$ cat src/rtl/pit_pkg.sv
package pit_pkg;
  localparam int PIT_CNT_W  = 16;
  localparam int PIT_PRE_W  = 4;
  localparam int PIT_ADDR_W = 3;

  localparam logic [PIT_ADDR_W-1:0] OFS_CTRL = 3'd0;
  localparam logic [PIT_ADDR_W-1:0] OFS_MOD  = 3'd2;
  localparam logic [PIT_ADDR_W-1:0] OFS_CNT  = 3'd4;

  localparam int BIT_EN   = 0;
  localparam int BIT_RLD  = 1;
  localparam int BIT_FLAG = 2;
  localparam int BIT_IE   = 3;
  localparam int BIT_OVW  = 4;
  localparam int BIT_DBG  = 5;
  localparam int BIT_DOZE = 6;
  localparam int PRE_LSB  = 8;

  typedef struct packed {
    logic [PIT_PRE_W-1:0] pre;
    logic                 doze;
    logic                 dbg;
    logic                 ovw;
    logic                 ie;
    logic                 rld;
    logic                 en;
  } pit_cfg_t;
endpackage

$ cat src/rtl/pit_prescaler.sv
module pit_prescaler
  import pit_pkg::*;
#(
  parameter int PRE_W = PIT_PRE_W
) (
  input  logic             clk,
  input  logic             rst_n,
  input  logic             restart,
  input  logic             run,
  input  logic [PRE_W-1:0] pre,
  output logic             tick
);
  localparam int PS_W = 2 ** PRE_W;

  logic [PS_W-1:0] ps_cnt;
  logic [PS_W:0]   span;
  logic [PRE_W:0]  shamt;
  logic [PS_W-1:0] mask;

  always_comb begin
    shamt = {1'b0, pre} + (PRE_W + 1)'(1);
    span  = ((PS_W + 1)'(1) << shamt) - (PS_W + 1)'(1);
    mask  = span[PS_W-1:0];
  end

  assign tick = run && ((ps_cnt & mask) == mask);

  always_ff @(posedge clk or negedge rst_n) begin
    if (!rst_n)       ps_cnt <= '0;
    else if (restart) ps_cnt <= '0;
    else if (run)     ps_cnt <= ps_cnt + PS_W'(1);
  end

  // after a restart, no tick until the phase has advanced
  a_r3_no_tick_after_restart: assert property (@(posedge clk) disable iff (!rst_n)
    restart |=> !tick);
endmodule

$ cat src/rtl/pit_counter.sv
module pit_counter
  import pit_pkg::*;
#(
  parameter int CNT_W = PIT_CNT_W
) (
  input  logic             clk,
  input  logic             rst_n,
  input  logic             restart,
  input  logic [CNT_W-1:0] restart_val,
  input  logic             ovw_load,
  input  logic [CNT_W-1:0] ovw_val,
  input  logic             tick,
  input  logic [CNT_W-1:0] limit,
  output logic [CNT_W-1:0] cnt,
  output logic             expire
);
  assign expire = tick && (cnt == '0);

  always_ff @(posedge clk or negedge rst_n) begin
    if (!rst_n)        cnt <= '0;
    else if (restart)  cnt <= restart_val;
    else if (ovw_load) cnt <= ovw_val;
    else if (expire)   cnt <= limit;
    else if (tick)     cnt <= cnt - CNT_W'(1);
  end

  a_r8_restart_loads: assert property (@(posedge clk) disable iff (!rst_n)
    restart |=> cnt == $past(restart_val));
  a_r4_expire_reload: assert property (@(posedge clk) disable iff (!rst_n)
    (expire && !restart && !ovw_load) |=> cnt == $past(limit));
  a_r8_hold_idle: assert property (@(posedge clk) disable iff (!rst_n)
    (!tick && !restart && !ovw_load) |=> $stable(cnt));
  a_r9_ovw_loads: assert property (@(posedge clk) disable iff (!rst_n)
    (ovw_load && !restart) |=> cnt == $past(ovw_val));
endmodule

$ cat src/rtl/pit_regs.sv
module pit_regs
  import pit_pkg::*;
#(
  parameter int CNT_W  = PIT_CNT_W,
  parameter int ADDR_W = PIT_ADDR_W
) (
  input  logic              clk,
  input  logic              rst_n,
  input  logic [ADDR_W-1:0] addr,
  input  logic              we,
  input  logic [CNT_W-1:0]  wdata,
  input  logic              expire,
  input  logic [CNT_W-1:0]  cnt,
  output pit_cfg_t          cfg,
  output logic              flag,
  output logic [CNT_W-1:0]  limit,
  output logic              restart,
  output logic [CNT_W-1:0]  restart_val,
  output logic              ovw_load,
  output logic [CNT_W-1:0]  rdata,
  output logic              irq
);
  logic [CNT_W-1:0] modulus;
  pit_cfg_t         new_cfg;
  logic             wr_ctrl, wr_mod, clr_req;
  logic             unused_bits;

  assign unused_bits = ^{wdata[7], wdata[CNT_W-1:12]};

  always_comb begin
    new_cfg.en   = wdata[BIT_EN];
    new_cfg.rld  = wdata[BIT_RLD];
    new_cfg.ie   = wdata[BIT_IE];
    new_cfg.ovw  = wdata[BIT_OVW];
    new_cfg.dbg  = wdata[BIT_DBG];
    new_cfg.doze = wdata[BIT_DOZE];
    new_cfg.pre  = wdata[PRE_LSB +: PIT_PRE_W];
  end

  assign wr_ctrl = we && (addr == OFS_CTRL);
  assign wr_mod  = we && (addr == OFS_MOD);
  assign clr_req = (wr_ctrl && wdata[BIT_FLAG]) || wr_mod;

  // Only bits other than the interrupt enable decide a restart
  assign restart = wr_ctrl &&
    ({new_cfg.pre, new_cfg.doze, new_cfg.dbg, new_cfg.ovw, new_cfg.rld, new_cfg.en} !=
     {cfg.pre, cfg.doze, cfg.dbg, cfg.ovw, cfg.rld, cfg.en});
  assign restart_val = new_cfg.rld ? modulus : '1;
  assign ovw_load    = wr_mod && cfg.ovw;
  assign limit       = cfg.rld ? modulus : '1;
  assign irq         = flag && cfg.ie;

  always_ff @(posedge clk or negedge rst_n) begin
    if (!rst_n) begin
      cfg     <= '0;
      modulus <= '1;
      flag    <= 1'b0;
    end else begin
      if (wr_ctrl) cfg <= new_cfg;
      if (wr_mod)  modulus <= wdata;
      if (expire)       flag <= 1'b1;
      else if (clr_req) flag <= 1'b0;
    end
  end

  always_comb begin
    rdata = '0;
    case (addr)
      OFS_CTRL: begin
        rdata[BIT_EN]   = cfg.en;
        rdata[BIT_RLD]  = cfg.rld;
        rdata[BIT_FLAG] = flag;
        rdata[BIT_IE]   = cfg.ie;
        rdata[BIT_OVW]  = cfg.ovw;
        rdata[BIT_DBG]  = cfg.dbg;
        rdata[BIT_DOZE] = cfg.doze;
        rdata[PRE_LSB +: PIT_PRE_W] = cfg.pre;
      end
      OFS_MOD: rdata = modulus;
      OFS_CNT: rdata = cnt;
      default: rdata = '0;
    endcase
  end

  a_r10_expire_sets_flag: assert property (@(posedge clk) disable iff (!rst_n)
    expire |=> flag);
  a_r6_w1c_clears: assert property (@(posedge clk) disable iff (!rst_n)
    (wr_ctrl && wdata[BIT_FLAG] && !expire) |=> !flag);
  a_r6_flag_keeps: assert property (@(posedge clk) disable iff (!rst_n)
    (!expire && !clr_req) |=> flag == $past(flag));
endmodule

$ cat src/rtl/pit_timer.sv
module pit_timer
  import pit_pkg::*;
#(
  parameter int CNT_W  = PIT_CNT_W,
  parameter int ADDR_W = PIT_ADDR_W
) (
  input  logic              clk,
  input  logic              rst_n,
  input  logic [ADDR_W-1:0] bus_addr,
  input  logic              bus_we,
  input  logic [CNT_W-1:0]  bus_wdata,
  output logic [CNT_W-1:0]  bus_rdata,
  output logic              irq
);
  pit_cfg_t         cfg;
  logic             flag, restart, ovw_load, tick, expire;
  logic [CNT_W-1:0] limit, restart_val, cnt;

  pit_regs #(.CNT_W(CNT_W), .ADDR_W(ADDR_W)) u_regs (
    .clk(clk), .rst_n(rst_n), .addr(bus_addr), .we(bus_we), .wdata(bus_wdata),
    .expire(expire), .cnt(cnt), .cfg(cfg), .flag(flag), .limit(limit),
    .restart(restart), .restart_val(restart_val), .ovw_load(ovw_load),
    .rdata(bus_rdata), .irq(irq)
  );

  pit_prescaler #(.PRE_W(PIT_PRE_W)) u_pre (
    .clk(clk), .rst_n(rst_n), .restart(restart), .run(cfg.en),
    .pre(cfg.pre), .tick(tick)
  );

  pit_counter #(.CNT_W(CNT_W)) u_cnt (
    .clk(clk), .rst_n(rst_n), .restart(restart), .restart_val(restart_val),
    .ovw_load(ovw_load), .ovw_val(bus_wdata), .tick(tick), .limit(limit),
    .cnt(cnt), .expire(expire)
  );

  // an asserted interrupt always comes from a raised flag
  a_r5_irq_needs_flag: assert property (@(posedge clk) disable iff (!rst_n)
    irq |-> flag);
endmodule

$ cat config.mk
export PLATFORM = sky130hd
export DESIGN_NAME = pit_timer
export DESIGN_NICKNAME = d
export VERILOG_FILES = /design/src/rtl/pit_pkg.sv /design/src/rtl/pit_prescaler.sv /design/src/rtl/pit_counter.sv /design/src/rtl/pit_regs.sv /design/src/rtl/pit_timer.sv
export SDC_FILE = /design/constraint.sdc
export NUM_CORES = 1
export LEC_CHECK = 0
export ABC_AREA = 1
export BUFFER_PORTS_ARGS = -buffer_cell sky130_fd_sc_hd__clkbuf_2
export CAP_MARGIN = 10
export CORE_ASPECT_RATIO = 1.75
export CORE_MARGIN = 1
export CORE_UTILIZATION = 40
export DETAILED_ROUTE_END_ITERATION = 6
export GPL_TIMING_DRIVEN = 1
export PLACE_DENSITY = 0.61
export SYNTH_ARGS = -nofsm -noshare
export SYNTH_HDL_FRONTEND = slang
export SYNTH_SLANG_ARGS = --single-unit
$ cat constraint.sdc
create_clock -name clk -period 2.2 [get_ports clk]
set_input_delay 0.44 -clock clk [delete_from_list [all_inputs] [get_ports clk]]
set_output_delay 0.44 -clock clk [all_outputs]
set_load 0.03 [all_outputs]
Word level (Yosys, flattened, before mapping). Cells that the tools add are included.

Add/sub/neg operators: 4. Multipliers: 0. Div/mod/pow operators: 0. $lt $le $gt $ge: 0. Equality and inequality tests: 4. Shifts and indexed selects: 1. Mux-type cells: 14. Bitwise operators: 1. Reductions and logical operators: 14.

Operator list (number): 16-bit two-way mux (8); 7-bit one-hot mux with 3 select lines (1); 16-bit by 1-bit adder with 16-bit output, second input constant (1); 16-bit bitwise AND (1); 16-bit == test (1); 16-bit zero test (1); 1-bit by 5-bit left shift with 16-bit output, first input constant (1); 16-bit by 1-bit subtractor with 16-bit output, second input constant (1); 16-bit by 2-bit subtractor with 16-bit output, second input constant (1); 4-bit one-hot mux with 3 select lines (1); 9-bit != test (1); 1-bit logical AND (8); 4-bit one-hot mux with 2 select lines (1); 4-bit by 1-bit adder with 5-bit output, second input constant (1); 2-bit nonzero test (2); 4-bit nonzero test (1); 3-bit by 2-bit == test with 1-bit output, second input constant (1); 3-bit == test, second input constant (1); 3-bit zero test (1); 1-bit two-way mux (2); 1-bit one-hot mux with 2 select lines (1); 1-bit logical OR (1).

Flip-flop bits (word level): 59. Bits in latches: 0. RAM bits: 0. Memory bits (read-only): 0. Input port bits: 22. Output and inout bits: 17. Logic and storage cells: 49. Memories: 0.

Logic depth before layout (Yosys ltp).
Depth in word-level cells: 10. Mapped depth: 20. Mapped depth without buffers: 18.

Modules after synthesis. A second synthesis with hierarchy kept.

Cells, all modules: 765. Area, all modules: 4803.4 um2.

By module, submodules not included: pit_counter (instances 1, cells each 316, area an instance 1814.2 um2); pit_regs (instances 1, cells each 232, area an instance 1645.3 um2); pit_prescaler (instances 1, cells each 217, area an instance 1343.8 um2).

Least setup slack after synthesis. OpenSTA, ideal clock, no wires.

Kind: flip-flop to flip-flop. Start: reg u_regs.cfg[9] (netlist name). End: reg u_cnt.cnt[7]. Library setup time: 117 ps. Data arrival time: 2178 ps. Data required time: 2083 ps. Slack: -95 ps. Stages on the path, launching flop included: 21. Path through: dfrtp_1 buf_2 inv_2 nand4_1 ha_1 nor2_1 nor2_1 nand2_1 nor2_1 nand3_1 nor2_2 nand2_2 nor2_8 nand3_4 buf_6 nand2_1 nand2_1 nand2_1 nand3_1 nand2_1 nand2_1.

Word-level cells in the longest chain between the ends: 10. Elaborated cells between the ends (all ways): 13.

RTL lines: 4-bit by 1-bit adder with 5-bit output (RTL line pit_prescaler.sv:21) `shamt = {1'b0, pre} + (PRE_W + 1)'(1);`; 1-bit by 5-bit left shift with 16-bit output (RTL line pit_prescaler.sv:22) `span = ((PS_W + 1)'(1) << shamt) - (PS_W + 1)'(1);`; 16-bit by 2-bit subtractor with 16-bit output (RTL line pit_prescaler.sv:22); 16-bit bitwise AND (RTL line pit_prescaler.sv:26) `assign tick = run && ((ps_cnt & mask) == mask);`; 16-bit == test (RTL line pit_prescaler.sv:26); 1-bit logical AND (RTL line pit_prescaler.sv:26); 1-bit logical AND (RTL line pit_counter.sv:17) `assign expire = tick && (cnt == '0);`; 16-bit two-way mux (RTL line pit_counter.sv:23) `else if (expire) cnt <= limit;`; 16-bit two-way mux (RTL line pit_counter.sv:22) `else if (ovw_load) cnt <= ovw_val;`; 16-bit two-way mux (RTL line pit_counter.sv:21) `else if (restart) cnt <= restart_val;`; to (signal assigned) (RTL line pit_counter.sv:21); to (signal assigned) (RTL line pit_counter.sv:22); to (signal assigned) (RTL line pit_counter.sv:23); to (decl) (RTL line pit_counter.sv:14) `output logic [CNT_W-1:0] cnt,`.

Several ways; a longest one is shown, not always the timed one. A chain may end at the register's enable or synchronous reset.

Worst setup path after layout.
Start: reg u_regs.cfg[6] (netlist name). End: reg u_cnt.cnt[7].

Word-level cells in the longest chain between the ends: 10. Elaborated cells between the ends (all ways): 13.

RTL lines (RTL line): 4-bit by 1-bit adder with 5-bit output (pit_prescaler.sv:21); 1-bit by 5-bit left shift with 16-bit output (pit_prescaler.sv:22); 16-bit by 2-bit subtractor with 16-bit output (pit_prescaler.sv:22); 16-bit bitwise AND (pit_prescaler.sv:26); 16-bit == test (pit_prescaler.sv:26); 1-bit logical AND (pit_prescaler.sv:26); 1-bit logical AND (pit_counter.sv:17); 16-bit two-way mux (pit_counter.sv:23); 16-bit two-way mux (pit_counter.sv:22); 16-bit two-way mux (pit_counter.sv:21).

Several ways; a longest one is shown, not always the timed one.

==> flow_summary_export.csv <==
group,metric,value,unit
outcome,status,"complete, but fails checks",
outcome,violations,"setup timing",
route,first_pass_iters,5,
power,pwr-share-clk,25.3,%
clocking,cts_buffer_depth,2,
synthesis,synthesis.area,4270,µm²
clocking,cts-buffers-inserted,9,
sta,setup_slack,-0.177,ns
sta,fin_skew,0.00842,ns
floorplanning,design.core.area,10300,µm²
power,seqPwrFrac,29.2,%
clocking,clk_pin_slew,0.06,ns
clocking,htreeDepth,3,
synthesis,avgSynthCellArea,6.57,µm²
grt,grt_pass1_wl,23000,µm
sta,clock.fmax,421,MHz
route,via_per_inst,5.27,
clocking,clkSinkCount,59,
clocking,clkLatencyLatePin,0.34,ns
setup_path,crit_required,2.48,ns
sta,relSlewSlack,64.4,%
placement,port_buffers,38,
floorplanning,die_h,139,µm
synthesis,synthDistinctLibCells,39,
synthesis,yosys.area.top_type,"dfrtp_1",
route,wire_per_inst,16.5,µm
floorplanning,ios,39,
grt,grt_max_degree,60,
placement,hpwlAfterDp,10700,µm
clocking,cts-root-buf,"clkbuf_16",
setup_path,worst-path-max-fanout,5,
sta,rsz0062_at_grt,"yes",
sta,timing.hold.ws,0.107,ns
setup_path,reg2regPathDepth,19,
cells_and_area,final_core_util,53.6,%
setup_path,crit_chain,"inv_2, nand4_1, ha_4, nor2_2, nor2_1, nand2_1, nor2_1, nand3_1, nor2_2, nand2_2, nor2_8, nand2_4, inv_4, nor3_4, buf_6, buf_8, a21oi_2, nand2_1, nand2_1",
setup_path,rrSetupSlack,-0.18,ns
route,num_vias,4638,
sta,tightestPinTransition,0.533,ns
setup_path,path_class,"flop to flop",
sta,fin_crit,2.38,ns
power,ir_worst_vdd,0.504,mV
synthesis,ys_seq_area_share,35.1,%
floorplanning,dieArea,11100,µm²
floorplanning,rows,49,
flow_run,maxCapViolCount,0,
cells_and_area,antenna_cells,0,
placement,place_inst,857,
power,p_leak,2.84,nW
synthesis,synth_fp_nets,675,
grt,grtUsageTotal,27.5,%
sta,setup_tns,-2.22,ns
synthesis,synth_top_area_share,25.2,%
power,switching_power,2.35,mW
synthesis,ys_ff_latch,59,
clocking,tritoncts,"done",
sta,hold_viol,0,
synthesis,ys_top_cells_by_area,"dfrtp_1 25%, nand2_1 20%, dfstp_2 9.8%",
power,power_density,1040,nW/µm²
route,drc,0,
setup_path,critPathMostFrequentCell,"nand2_1",
power,p_int,3.39,mW
power,p_sw_share,41.0,%
setup_path,critPathSlowestCell,"dfrtp_1",
floorplanning,start_util,41.4,%
grt,antenna_found_initial,0,
min_path,min_path_type,"input pin to asynchronous set/reset pin",
setup_path,worst_setup_path_start_kind,"flop",
sta,finalSetupViolCount,17,
power,p_comb_share,45.4,%
power,power.total,5.74,mW
route,final_antenna_net_count,0,
cells_and_area,instances_no_fill,880,
route,wl,14500,µm
synthesis,syn_inst,650,
grt,overflow,0,
setup_path,end_kind,"flop",
sta,period_share,108,%
synthesis,ys_warn_count,0,
setup_path,rr_startpoint,"u_regs.cfg[6]",
cells_and_area,fin_nets,773,
grt,grt_pass1_vias,4697,
cells_and_area,area_growth,29.2,%
sta,slew_violations,0,
setup_path,regToRegEndpoint,"u_cnt.cnt[7]",
floorplanning,die_w,80.1,µm
cells_and_area,fill_cells,1026,
setup_path,cp_data_arrival_time,2.66,ns
placement,gp_congestion,0.953,
setup_path,max_stage_delay,0.39,ns
route,initialDrtViolationCount,329,
cells_and_area,drive_gt1_share,26.7,%
==> sequential cells by signal (all words and copies together), names as in the netlist <==
name	count
u_regs.flag	1
u_cnt.cnt	16
u_regs.modulus	16
u_regs.cfg	10
u_pre.ps_cnt	16
==> cell families after synthesis <==
logic type      count (synthesis)  share of synthesized area (%)
buf+inv                        96                           9.29
flops                          59                           35.1
xor+xnor                       19                           3.90
other cells                     1                         0.0878
compound gates                 80                           11.3
simple gates                  392                           39.5
fa+ha+maj                       3                          0.879
==> synthesized netlist by cell type, drive strengths merged <==
library cell	count
a211oi	2
a21oi	24
a31oi	1
and3	1
buf	11
clkbuf	12
conb	1
dfrtp	43
dfstp	16
ha	3
inv	73
nand2	234
nand3	35
nand4	16
nor2	87
nor3	11
nor4	7
o211ai	1
o21a	1
o21ai	39
o21bai	2
o221ai	9
o22ai	1
or2	1
xnor2	2
xor2	17
==> routing by layer <==
metal / vias up / track usage [%] / part of all wire (%)
li1: 2275 / - / -
met1: 2162 / 28.4 / 37
met2: 146 / 49.8 / 54
met3: 55 / 4.34 / 3.5
met4: 0 / 17.8 / 5.9
met5: - / 0 / 0
==> per-stage QoR <==
stage	setup WS (ns)	area, µm²
floorplan	0.0437	4290
global placement	-0.180	5030
detailed placement	-0.222	5030
CTS	-0.175	5440
global route	-0.330	5520
finish	-0.177	5520
==> critical path, delay by kind of cell (launching register included) <==
| family | cells | cell delay (ns) |
|---|---|---|
| buf+inv | 4 | 0.41 |
| compound gates | 1 | 0.10 |
| fa+ha+maj | 1 | 0.30 |
| flops | 1 | 0.39 |
| simple gates | 13 | 1.11 |
==> cells in the final DEF, fill, tap and decap left out, types with 17 or more instances in the layout <==
| master | n |
|---|---|
| a21oi_1 | 19 |
| buf_4 | 63 |
| clkbuf_2 | 38 |
| dfrtp_1 | 43 |
| inv_1 | 62 |
| nand2_1 | 225 |
| nand3_1 | 31 |
| nor2_1 | 68 |
| o21ai_0 | 30 |
| xor2_1 | 17 |
==> how the worst max path moves through the flow <==
stage                   from             to  slack, ns
6_report       u_regs.cfg[6]   u_cnt.cnt[7]      -0.18
5_1_grt        u_regs.cfg[6]   u_cnt.cnt[7]      -0.33
4_1_cts        u_regs.cfg[9]   u_cnt.cnt[7]      -0.17
3_5_place_dp   u_regs.cfg[9]   u_cnt.cnt[5]      -0.22
3_3_place_gp   u_regs.cfg[9]   u_cnt.cnt[0]      -0.18
2_1_floorplan    bus_addr[1]  bus_rdata[12]       0.04
==> area by class of cell <==
| class | count | area (µm²) | share of cell area [%] |
|---|---|---|---|
| clock buffers | 12 | 256 | 4.65 |
| clock inverters | 4 | 48.8 | 0.884 |
| inverters | 73 | 284 | 5.15 |
| multi-input cells | 495 | 2460 | 44.7 |
| flip-flops and latches | 59 | 1500 | 27.1 |
| well taps | 127 | 159 | 2.88 |
| repair buffers | 110 | 808 | 14.6 |
==> what timing repair did <==
item | CTS | global route
gates resized for setup | 21 | 13
buffers inserted | 6 | 1
hold buffers | 0 | 0
pin swaps | 5 | 16
endpoints found under the setup margin | 16 | 18
gates cloned | 0 | 1
hold endpoints to repair | 0 | 0
==> power groups by stage <==
stage	Sequential (mW)	Combinational (mW)	Clock, mW
after floorplan	1.64	1.59	0
after global placement	1.68	2.45	0
after detailed placement	1.69	2.49	0
after CTS	1.68	2.57	1.48
after global routing	1.71	2.89	1.53
final	1.68	2.61	1.45
Power figures use the tool's default switching activity.
